--- config.mk ---
export PLATFORM = sky130hd
export DESIGN_NAME = burst_col_seq
export DESIGN_NICKNAME = d
export VERILOG_FILES = /design/src/rtl/burst_col_seq.sv
export SDC_FILE = /design/constraint.sdc
export NUM_CORES = 1
export LEC_CHECK = 0
export BUFFER_PORTS_ARGS = -buffer_cell sky130_fd_sc_hd__buf_4
export CAP_MARGIN = 0
export CORE_UTILIZATION = 40
export CTS_CLUSTER_DIAMETER = 30
export DETAILED_ROUTE_END_ITERATION = 16
export GPL_TIMING_DRIVEN = 0
export PLACE_DENSITY = 0.56
export SLEW_MARGIN = 5
export SYNTH_ARGS = -nofsm -noshare
export SYNTH_HDL_FRONTEND = slang
export SYNTH_SLANG_ARGS = --single-unit
--- constraint.sdc ---
create_clock -name clk -period 2.6 [get_ports clk]
set_clock_uncertainty 0.05 [all_clocks]
set_input_delay 0.39 -clock clk [delete_from_list [all_inputs] [get_ports clk]]
set_output_delay 0.39 -clock clk [all_outputs]
set_load 0.02 [all_outputs]
--- src/rtl/burst_col_seq.sv ---
module burst_col_seq #(
  parameter int COL_W = 8,
  parameter int CODE_W = 3,
  parameter logic [CODE_W-1:0] FULL_CODE = '1
) (
  input  logic              clk,
  input  logic              rst_n,
  input  logic              start,
  input  logic [COL_W-1:0]  start_col,
  input  logic [CODE_W-1:0] len_code,
  input  logic              interleave,
  input  logic              stop,
  output logic [COL_W-1:0]  col,
  output logic              valid,
  output logic              last
);

  logic             run_q, full_q, ilv_q;
  logic [COL_W-1:0] base_q, beat_q, mask_q;
  logic [COL_W-1:0] mask_d, lin_col, ilv_col;
  logic             full_d, end_beat;

  assign full_d = (len_code == FULL_CODE);

  always_comb begin
    mask_d = '0;
    if (full_d)                  mask_d = '1;
    else if (len_code == 1)      mask_d = COL_W'(1);
    else if (len_code == 2)      mask_d = COL_W'(3);
    else if (len_code == 3)      mask_d = COL_W'(7);
  end

  assign end_beat = run_q & ~full_q & (beat_q == mask_q);

  always_ff @(posedge clk) begin
    if (!rst_n) begin
      run_q  <= 1'b0;
      full_q <= 1'b0;
      ilv_q  <= 1'b0;
      base_q <= '0;
      beat_q <= '0;
      mask_q <= '0;
    end else if (start) begin
      run_q  <= 1'b1;
      full_q <= full_d;
      ilv_q  <= interleave & ~full_d;
      base_q <= start_col;
      beat_q <= '0;
      mask_q <= mask_d;
    end else if (run_q) begin
      if (stop || end_beat) run_q <= 1'b0;
      else                  beat_q <= beat_q + 1'b1;
    end
  end

  assign lin_col = (base_q & ~mask_q) | ((base_q + beat_q) & mask_q);
  assign ilv_col = base_q ^ beat_q;

  assign col   = run_q ? (ilv_q ? ilv_col : lin_col) : '0;
  assign valid = run_q;
  assign last  = end_beat;

endmodule

==> impl_metrics.ini, run 1 <==
[setup_path]
r2r_end = beat_q[3]$_SDFFE_PP0P_
arrival_ns = 2.06
cp-start-kind = flop
worst_path_max_delay_cell = dfxtp_4
ff2ff_setup_slack_ns = 1.10
path_cells = ha_4, fa_2, a21o_1, a21oi_4, o2111ai_2, a31oi_1, buf_4
crit_path_max_incr_delay_ns = 0.37
r2r_start = beat_q[0]$_SDFFE_PP0P_
cp_max_fo = 4
crit_required_ns = 2.16
path_class = reg -> out
cp_num_buf_inv = 1
critical_path.top_delay_family = compound AO/OA/AOI/OAI gates
reg2reg_depth = 6
endpoint_kind = output pin
crit_start = beat_q[0]$_SDFFE_PP0P_

[yosys]
netlist_area_um2 = 1470
synthArstFlopShare_pct = 0
ys_seq_elements = 22
synth-seq-area-share_pct = 29.9
avgSynthCellArea_um2 = 8.37
synth_nets = 201
ys.warnings.count = 0
synth-edff-count = 0
dominantRegCellSynth = dfxtp_1
synth_cell_types = 41
syn-instance-count = 176

[route]
drt_iter0_drc = 70
vias = 1317
antenna_left = 0
wirelength_um = 3360
vias_per_cell = 5.21
firstDrtPassIters = 6
wl_per_cell_um = 13.3
drc_errors = 0

[placement]
gp_congestion = 0.838
io_buffers = 24
dp.cells = 246
placed_area_um2 = 1710
dp.final_hpwl_um = 2590

[die]
dieArea_um2 = 3930
die_height_um = 62.7
die_w_um = 62.7
io_pins = 26
num_rows = 21
start_util_pct = 42.8
coreArea_um2 = 3440

[clock_network]
clk_latency_ns = 0.26
htreeDepth = 1
cts.sinks = 22
cts_tree = built
numCtsBuffers = 3
clk_root_buffer_cell = clkbuf_8
path_clk_slew_ns = 0.08
clockBufferDepth = 2

[finish]
drive_gt1_share_pct = 25.1
fin_util_pct = 54.2
diodes = 0
fillers = 325
final_area_um2 = 1870
fin_nets = 233
fin_cells = 253
area_delta_synth_final_pct = 26.6

[global_routing]
overflow = 0
grt_usage_pct = 17.7
grt_max_degree = 14
antenna_found_initial = 0
grt_pass1_vias = 1164
grt_pass1_wl_um = 5460

[timing]
tns_ns = 0
hold_ws_ns = 0.334
rsz0062_at_grt = no
maxSlewHeadroom_pct = 69.9
maxSlewViolCount = 0
hold_viol_final = 0
worst_slew_pin_slew_ns = 0.451
setup_viol = 0
clock.fmax_ghz = 0.401
layout_min_cycle_time_ns = 2.50
min_period_over_period_pct = 96.0

[power]
power.leakage_uw = 0.000776
ir_drop_uv = 184
powerDensity_nw_per_um2 = 437

[run_status]
status = complete, no violations

[min_path]
min_from = start_col[7]
min_path_cells = 3
min_to = base_q[7]$_SDFFE_PN0P_
hold_path.class = in -> reg

[run]
maxCapViolCount = 0
-- metal layers --
| layer | GRT usage (%) | vias up | wire length (um) |
|---|---|---|---|
| met1 | 24.4 | 606 | 1690 |
| met2 | 28.7 | 22 | 1570 |
| met4 | 4.36 | 0 | 12 |
| met5 | 0 | - | 0 |
| li1 | - | 687 | - |
| met3 | 2.74 | 2 | 92 |
-- sequential cells by signal (all words and copies together) (netlist names) --
register,count
base_q,8
ilv_q,1
valid,1
beat_q,8
mask_q,4
-- worst max-delay path by stage --
stage / end / slack (ns) / cells past startpoint
after floorplan: col[6] / 0.28 / 6
after global routing: col[7] / 0.003 / 7
after global placement: col[4] / 0.12 / 8
after detailed placement: col[4] / 0.11 / 8
final: col[6] / 0.10 / 7
after CTS: col[4] / 0.009 / 8
-- area by class of cell --
class	instances	area (um2)	share of cell area, %
Inverter	5	18.8	1.01
Buffer	6	32.5	1.74
Sequential cell	22	448	24.0
Clock buffer	3	41.3	2.21
Clock inverter	1	30.0	1.61
Tap cell	46	57.6	3.09
Multi-Input combinational cell	143	1030	55.5
Timing Repair Buffer	27	203	10.9
-- stage by stage --
stage | worst slack, ns | power (uW)
3_5_place_dp | 0.110 | 499
4_1_cts | 0.00851 | 821
5_1_grt | 0.00283 | 857
6_report | 0.104 | 816
2_1_floorplan | 0.279 | 451
3_3_place_gp | 0.120 | 496
-- timing repair --
item	CTS	global route
pin swaps	1	7
hold buffers	0	0
setup endpoints to repair	3	4
buffers inserted	0	3
gates resized for setup	4	12
-- synth_stat cells, types with 2 or more instances --
cell,instances,share of area (%)
a21boi_0,9,4.6
a21o_1,5,2.5
a21oi_1,5,1.7
a22oi_1,4,2.0
a31oi_1,2,0.85
buf_2,2,0.68
clkbuf_1,3,0.76
dfxtp_1,22,30
ha_1,8,6.8
inv_1,5,1.3
mux2i_1,12,8.1
nand2_1,16,4.1
nand2b_1,3,1.3
nand3_1,6,2.0
nor2_1,18,4.6
nor2b_1,11,4.7
nor3_1,3,1.0
o211a_1,2,1.4
o211ai_1,4,2.0
o21ai_0,8,2.7
xnor2_1,5,3.0
xor2_1,4,2.4
-- layout by cell type (no fill, tap or decap), drive strengths merged, types with 2 or more instances in the layout --
cell type | Yosys | layout
a21oi | 5 | 5
a21boi | 9 | 9
nand2 | 17 | 17
xor2 | 4 | 4
xnor2 | 5 | 5
buf | 3 | 30
nor2 | 18 | 18
and2 | 2 | 2
nor3 | 3 | 3
o21ai | 10 | 10
dfxtp | 22 | 22
a31oi | 2 | 2
inv | 5 | 5
nand2b | 3 | 3
a22oi | 4 | 4
nor2b | 11 | 11
a21o | 5 | 5
nand3 | 7 | 7
clkbuf | 3 | 6
o211a | 2 | 2
mux2i | 12 | 12
ha | 8 | 8
o211ai | 4 | 4
-- logic make-up (layout without fill, tap and decap cells) --
kind of cell	Yosys count	in the layout	synth area share [%]
flip-flops	22	22	29.9
AO/OA/AOI/OAI	45	45	21.3
multiplexers	13	13	8.91
XOR/XNOR	9	9	5.35
buffers and inverters	11	42	3.48
AND/OR/NAND/NOR	67	67	22.9
adder cells (fa/ha/maj)	9	9	8.15
-- worst min-delay path: cells and delay by family --
kind	cells	cell delay (ns)
and+or+nand+nor	1	0.09
buffers and inverters	1	0.08
muxes	1	0.05
-- power by group --
group	leakage (uW)	switching (uW)	internal [uW]	total, uW
combinational	0.000558	67.8	65.2	133
clock	0.0000357	115	206	321
sequential	0.000182	13.5	349	362
total	0.000776	196	620	816
Note: power is estimated with default switching activity, not from simulation.
==> inputs of run 2 (changes only) <==
- ABC_AREA: default -> 1
==> run 2 against run 1 <==
Net effect:
- sequential share of layout area up 0.052 points
- global-route usage up 2.8 points
- via count up 13%
- power up 1.4%
- flip-flop and latch count unchanged
- wire length up 9.1%
- register-to-register slack about the same
- fmax up 4.1%
- highest routed layer unchanged
- cell count up 15%
- clock power up 2%
- largest cell class unchanged
- worst setup slack better by 0.099 ns
==> impl_metrics.ini, run 2 <==
[finish]
top_regs = base_q (8), beat_q (8), mask_q (4)
drive_gt1_share_pct = 21.6
fin_cells = 291
final_area_um2 = 1840
area_delta_synth_final_pct = 21.4
diodes = 0
fillers = 367
fin_nets = 271
fin_util_pct = 52.9
layout_common_cells = nand2_1 (50), inv_1 (30), nand3_1 (26), buf_4 (25), dfxtp_1 (21)
layout.cells.most_common = nand2_1

[route]
wl_per_cell_um = 12.6
highest_layer = met4
drt_iter0_drc = 88
wl_met3_um = 174
antenna_left = 0
vias_per_cell = 5.12
wirelength_um = 3660
met1_length_um = 1760
vias = 1489
firstDrtPassIters = 4
wl_met2_um = 1710
drc_errors = 0

[yosys]
netlist_area_um2 = 1510
synth_top_area_share_pct = 29.1
synth.most_common_cell = nand2_1
dominantRegCellSynth = dfxtp_1
synth-edff-count = 0
syn-instance-count = 216
synth-seq-area-share_pct = 29.1
ys_seq_elements = 22
synth_top_cell_by_area = dfxtp_1
synthTopCellsByCount = nand2_1 (50), inv_1 (30), nand3_1 (26)
ys_top_cells_by_area = dfxtp_1 (29%), nand2_1 (12%), nand3_1 (8.6%), inv_1 (7.5%), ha_1 (6.6%)
synth_nets = 241
ys.warnings.count = 0
avgSynthCellArea_um2 = 7.00
synth_cell_types = 31
synthArstFlopShare_pct = 0

[clock_network]
cts.sinks = 22
cts_tree = built
postCtsSetupBuffers = 0
clk_root_buffer_cell = clkbuf_8
cts_resized = 0
ctsHoldBuffers = 0
numCtsBuffers = 3
clockBufferDepth = 2
path_clk_slew_ns = 0.09
htreeDepth = 1
clk_latency_ns = 0.27

[timing]
worst_slew_pin_slew_ns = 0.508
maxSlewHeadroom_pct = 66.1
hold_viol_final = 0
layout_min_cycle_time_ns = 2.40
min_period_over_period_pct = 92.2
tns_ns = 0
maxSlewViolCount = 0
layout_setup_ws_ns = 0.204
clock.fmax_ghz = 0.417
rsz0062_at_grt = no
setup_viol = 0

[setup_path]
r2r_start = beat_q[1]$_SDFFE_PP0P_
cp_max_fo = 5
ff2ff_setup_slack_ns = 1.11
crit_required_ns = 2.16
arrival_ns = 1.96
crit_path_max_incr_delay_ns = 0.37
cpMostUsedCell = nand2_1
crit_start = beat_q[0]$_SDFFE_PP0P_
r2r_end = beat_q[6]$_SDFFE_PP0P_
reg2reg_depth = 7
worst_path_max_delay_cell = fa_2
endpoint_kind = output pin
cp-start-kind = flop
path_cells = ha_1, fa_2, nand3_1, nand2_1, nand2_1, nand2_1, nand2_1, nand3_1, a21oi_2, buf_4
path_class = reg -> out

[die]
io_pins = 26
die_w_um = 63.5
start_util_pct = 43.6
coreArea_um2 = 3470
die_height_um = 63.5
dieArea_um2 = 4030
num_rows = 21

[min_path]
min_to = base_q[4]$_SDFFE_PN0P_
min_path_cells = 3
hold_path.class = in -> reg
min_from = start_col[4]

[placement]
dp_slack_ns = 0.387
io_buffers = 25
dp.final_hpwl_um = 2880
dp.cells = 287
placed_area_um2 = 1760
gp_congestion = 0.819

[power]
switchingPower_uw = 214
power.leakage_uw = 0.000811
p_clk_share_pct = 39.7
powerDensity_nw_per_um2 = 451
swShare_pct = 25.9
p_seq_share_pct = 44.0
pwr-share-comb_pct = 16.3
ir_drop_uv = 285
cellInternalPower_uw = 613

[global_routing]
grt_pass1_vias = 1406
overflow = 0
grt_max_degree = 14
grt_usage_pct = 20.5
grt_pass1_wl_um = 6440
antenna_found_initial = 0

[run]
maxCapViolCount = 0

[run_status]
status = complete, no violations
[run 2: changes by cell type in the layout (fill, tap and decap cells not counted), moves of 4 or more]
cell | previous run | this run
o21ai_0 | 7 | 15
a22o_1 | 0 | 4
a21boi_0 | 9 | 0
nand3_1 | 6 | 26
a21oi_1 | 4 | 14
nand2_1 | 16 | 50
mux2i_1 | 12 | 0
a21o_1 | 5 | 0
nor2b_1 | 11 | 0
a22oi_1 | 4 | 0
inv_1 | 5 | 30
ha_1 | 3 | 8
a21oi_2 | 0 | 9
nor2_1 | 18 | 6
[run 2: worst max path at each step]
stage	end	slack, ns
2_1_floorplan	col[6]	0.49
6_report	col[6]	0.20
3_3_place_gp	col[6]	0.40
4_1_cts	col[6]	0.06
3_5_place_dp	col[6]	0.39
5_1_grt	col[6]	0.01
[run 2: per-stage QoR]
| step | power (uW) | hold WS, ns |
|---|---|---|
| final | 827 | 0.260 |
| after global routing | 869 | 0.285 |
| after CTS | 837 | 0.257 |
| after detailed placement | 506 | 0.444 |
| after global placement | 504 | 0.441 |
| after floorplan | 452 | 0.412 |
[run 2: cell type report]
type	count	area (um2)	area share, %
multi-input cells	157	916	49.9
flip-flops and latches	22	442	24.1
repair buffers	25	188	10.2
inverters	32	125	6.82
well taps	46	57.6	3.14
clock buffers	3	41.3	2.25
plain buffers	5	36.3	1.98
clock inverters	1	30.0	1.64
[run 2: routing by layer]
layer | up-vias | global-route usage [%]
met5 | - | 0
met4 | 0 | 4.83
met3 | 2 | 3.99
met2 | 39 | 33.9
met1 | 670 | 27.2
li1 | 778 | -
[run 2: cell families after synthesis]
family,share of synthesized area [%]
compound gates,20.9
fa+ha+maj,7.95
xor+xnor,3.48
buf+inv,10.7
simple gates,27.8
flops,29.1
[run 2: worst max-delay path: cells and delay by family, from the launching register on]
family	cells	cell delay (ns)
AO/OA/AOI/OAI	1	0.12
adder cells (fa/ha/maj)	2	0.58
buffers and inverters	1	0.15
flip-flops	1	0.36
AND/OR/NAND/NOR	6	0.48
[run 2: power groups by stage]
stage	Combinational, uW	Clock [uW]	Sequential (uW)
finish	135	329	364
global route	152	352	366
CTS	135	339	363
detailed placement	134	0	371
global placement	132	0	371
floorplan	84.3	0	368
==> inputs of run 3 (changes only) <==
- BUFFER_PORTS_ARGS: -buffer_cell sky130_fd_sc_hd__buf_4 -> -buffer_cell sky130_fd_sc_hd__buf_2
==> run 3 against run 2 <==
Net effect:
- utilization decreased by 1.8 points
- cell count is the same
- sequential share of layout area increased by 0.87 points
- non-clock buffer count stayed put
- critical path type unchanged
- count of clock-buffer cells in the layout did not move
- global-route usage is 0.21 points lower
- cell area shrank 3.5%
- die area unchanged
- hold slack improved by 0.0075 ns
- first-iteration DRC count grew 2.3%
==> impl_metrics.ini, run 3 (same netlist as run 2, synthesis figures left out) <==
[setup_path]
endpoint_kind = output pin
cp_max_fo = 5
reg2reg_depth = 6
cpMostUsedCell = nand2_1
path_class = reg -> out
worst_path_max_delay_cell = dfxtp_2
crit_required_ns = 2.16
path_cells = ha_1, fa_2, nand3_1, nand2_1, nand2_1, nand2_1, nand2_1, nand3_1, a21oi_1, buf_4
crit_path_max_incr_delay_ns = 0.36
arrival_ns = 1.94
cp-start-kind = flop

[global_routing]
grt_max_degree = 14
grt_usage_pct = 20.3
overflow = 0
grt_pass1_wl_um = 6470
use_met1_pct = 27.2
grt-busiest-layer = met2
grtUsageMet3_pct = 3.99
antenna_found_initial = 0
use_met2_pct = 33.4
grt_pass1_vias = 1427

[route]
wirelength_um = 3630
antenna_left = 0
firstDrtPassIters = 4
drt_iter0_drc = 90
vias = 1442
wl_per_cell_um = 12.5
vias_per_cell = 4.96
drc_errors = 0

[die]
num_rows = 21
dieArea_um2 = 4030
die_height_um = 63.5
io_pins = 26
die_w_um = 63.5
start_util_pct = 43.6
coreArea_um2 = 3470

[timing]
layout_min_cycle_time_ns = 2.38
worst_slew_pin_slew_ns = 0.517
clock.fmax_ghz = 0.421
maxSlewHeadroom_pct = 65.6
min_period_over_period_pct = 91.4
setup_viol = 0
tns_ns = 0
rsz0062_at_grt = no
hold_viol_final = 0
maxSlewViolCount = 0
layout_setup_ws_ns = 0.225
hold_ws_ns = 0.268

[finish]
fin_nets = 271
diodes = 0
fillers = 385
layout.cells.most_common = nand2_1
top_regs = base_q (8), beat_q (8), mask_q (4)
drive_gt1_share_pct = 21.2
layout_common_cells = nand2_1 (50), inv_1 (30), nand3_1 (26), buf_2 (26), dfxtp_1 (21)
area_delta_synth_final_pct = 17.2

[min_path]
min_path_cells = 3
hold_path.class = in -> reg

[clock_network]
clk_root_buffer_cell = clkbuf_8
cts.sinks = 22
clockBufferDepth = 2
path_clk_slew_ns = 0.08
clk_latency_ns = 0.27
cts_tree = built
htreeDepth = 1
numCtsBuffers = 3
postCtsSetupBuffers = 0
ctsHoldBuffers = 0

[placement]
io_buffers = 25
gp_congestion = 0.794
dp_slack_ns = 0.403
dp.final_hpwl_um = 2820

[power]
power.total_uw = 813
ir_drop_uv = 316
powerDensity_nw_per_um2 = 459
power.leakage_uw = 0.000797

[run]
maxCapViolCount = 0

[run_status]
status = complete, no violations
## run 3: changes by cell type in the layout (fill, tap and decap cells not counted)
cell / change
buf_4: -24
a21oi_1: +1
buf_2: +24
a21oi_2: -1
## run 3: report_power, final
part / internal [uW] / switching, uW / total (uW)
clock network: 206 / 121 / 327
logic: 47.1 / 76.2 / 123
registers: 350 / 13.7 / 363
total: 602 / 211 / 813
## run 3: metrics by stage
step,std cells,util (%),area [um2]
after global routing,291,51.1,1770
after global placement,287,48.8,1690
after floorplan,216,-,1510
after CTS,291,50.9,1770
after detailed placement,287,48.8,1690
final,291,51.1,1770
## run 3: final timing paths
| check | start | to | slack [ns] |
|---|---|---|---|
| min | start_col[1] | base_q[1]$_SDFFE_PN0P_ | 0.27 |
| max reg2reg | beat_q[1]$_SDFFE_PP0P_ | beat_q[6]$_SDFFE_PP0P_ | 1.14 |
| min reg2reg | base_q[4]$_SDFFE_PN0P_ | base_q[4]$_SDFFE_PN0P_ | 0.47 |
| max | beat_q[0]$_SDFFE_PP0P_ | col[6] | 0.22 |
## run 3: worst max-delay path, delay by kind of cell, from the launching register on
kind / cells / cell delay (ns)
adders and majority gates: 2 / 0.57
AOI/OAI and AO/OA: 1 / 0.13
buffers and inverters: 1 / 0.16
DFF: 1 / 0.36
and+or+nand+nor: 6 / 0.45
## run 3: layout make-up
| cell class | instances | area, um2 | share of cell area [%] |
|---|---|---|---|
| multi-input combinational | 157 | 912 | 51.5 |
| sequential | 22 | 442 | 24.9 |
| timing repair buffer | 25 | 128 | 7.20 |
| inverter | 32 | 125 | 7.06 |
| tap | 46 | 57.6 | 3.25 |
| clock buffer | 3 | 41.3 | 2.33 |
| buffer | 5 | 36.3 | 2.05 |
| clock inverter | 1 | 30.0 | 1.69 |
## run 3: routing by layer
| metal | up-vias | part of all wire [%] |
|---|---|---|
| met5 | - | 0 |
| met4 | 0 | 0.61 |
| met3 | 2 | 2.7 |
| met2 | 24 | 44 |
| met1 | 640 | 53 |
| li1 | 776 | - |
## run 3: repair_timing
item / 4_1_cts / 5_1_grt
gates resized for setup: 0 / 3
hold endpoints to repair: 0 / 0
setup endpoints to repair: 0 / 1
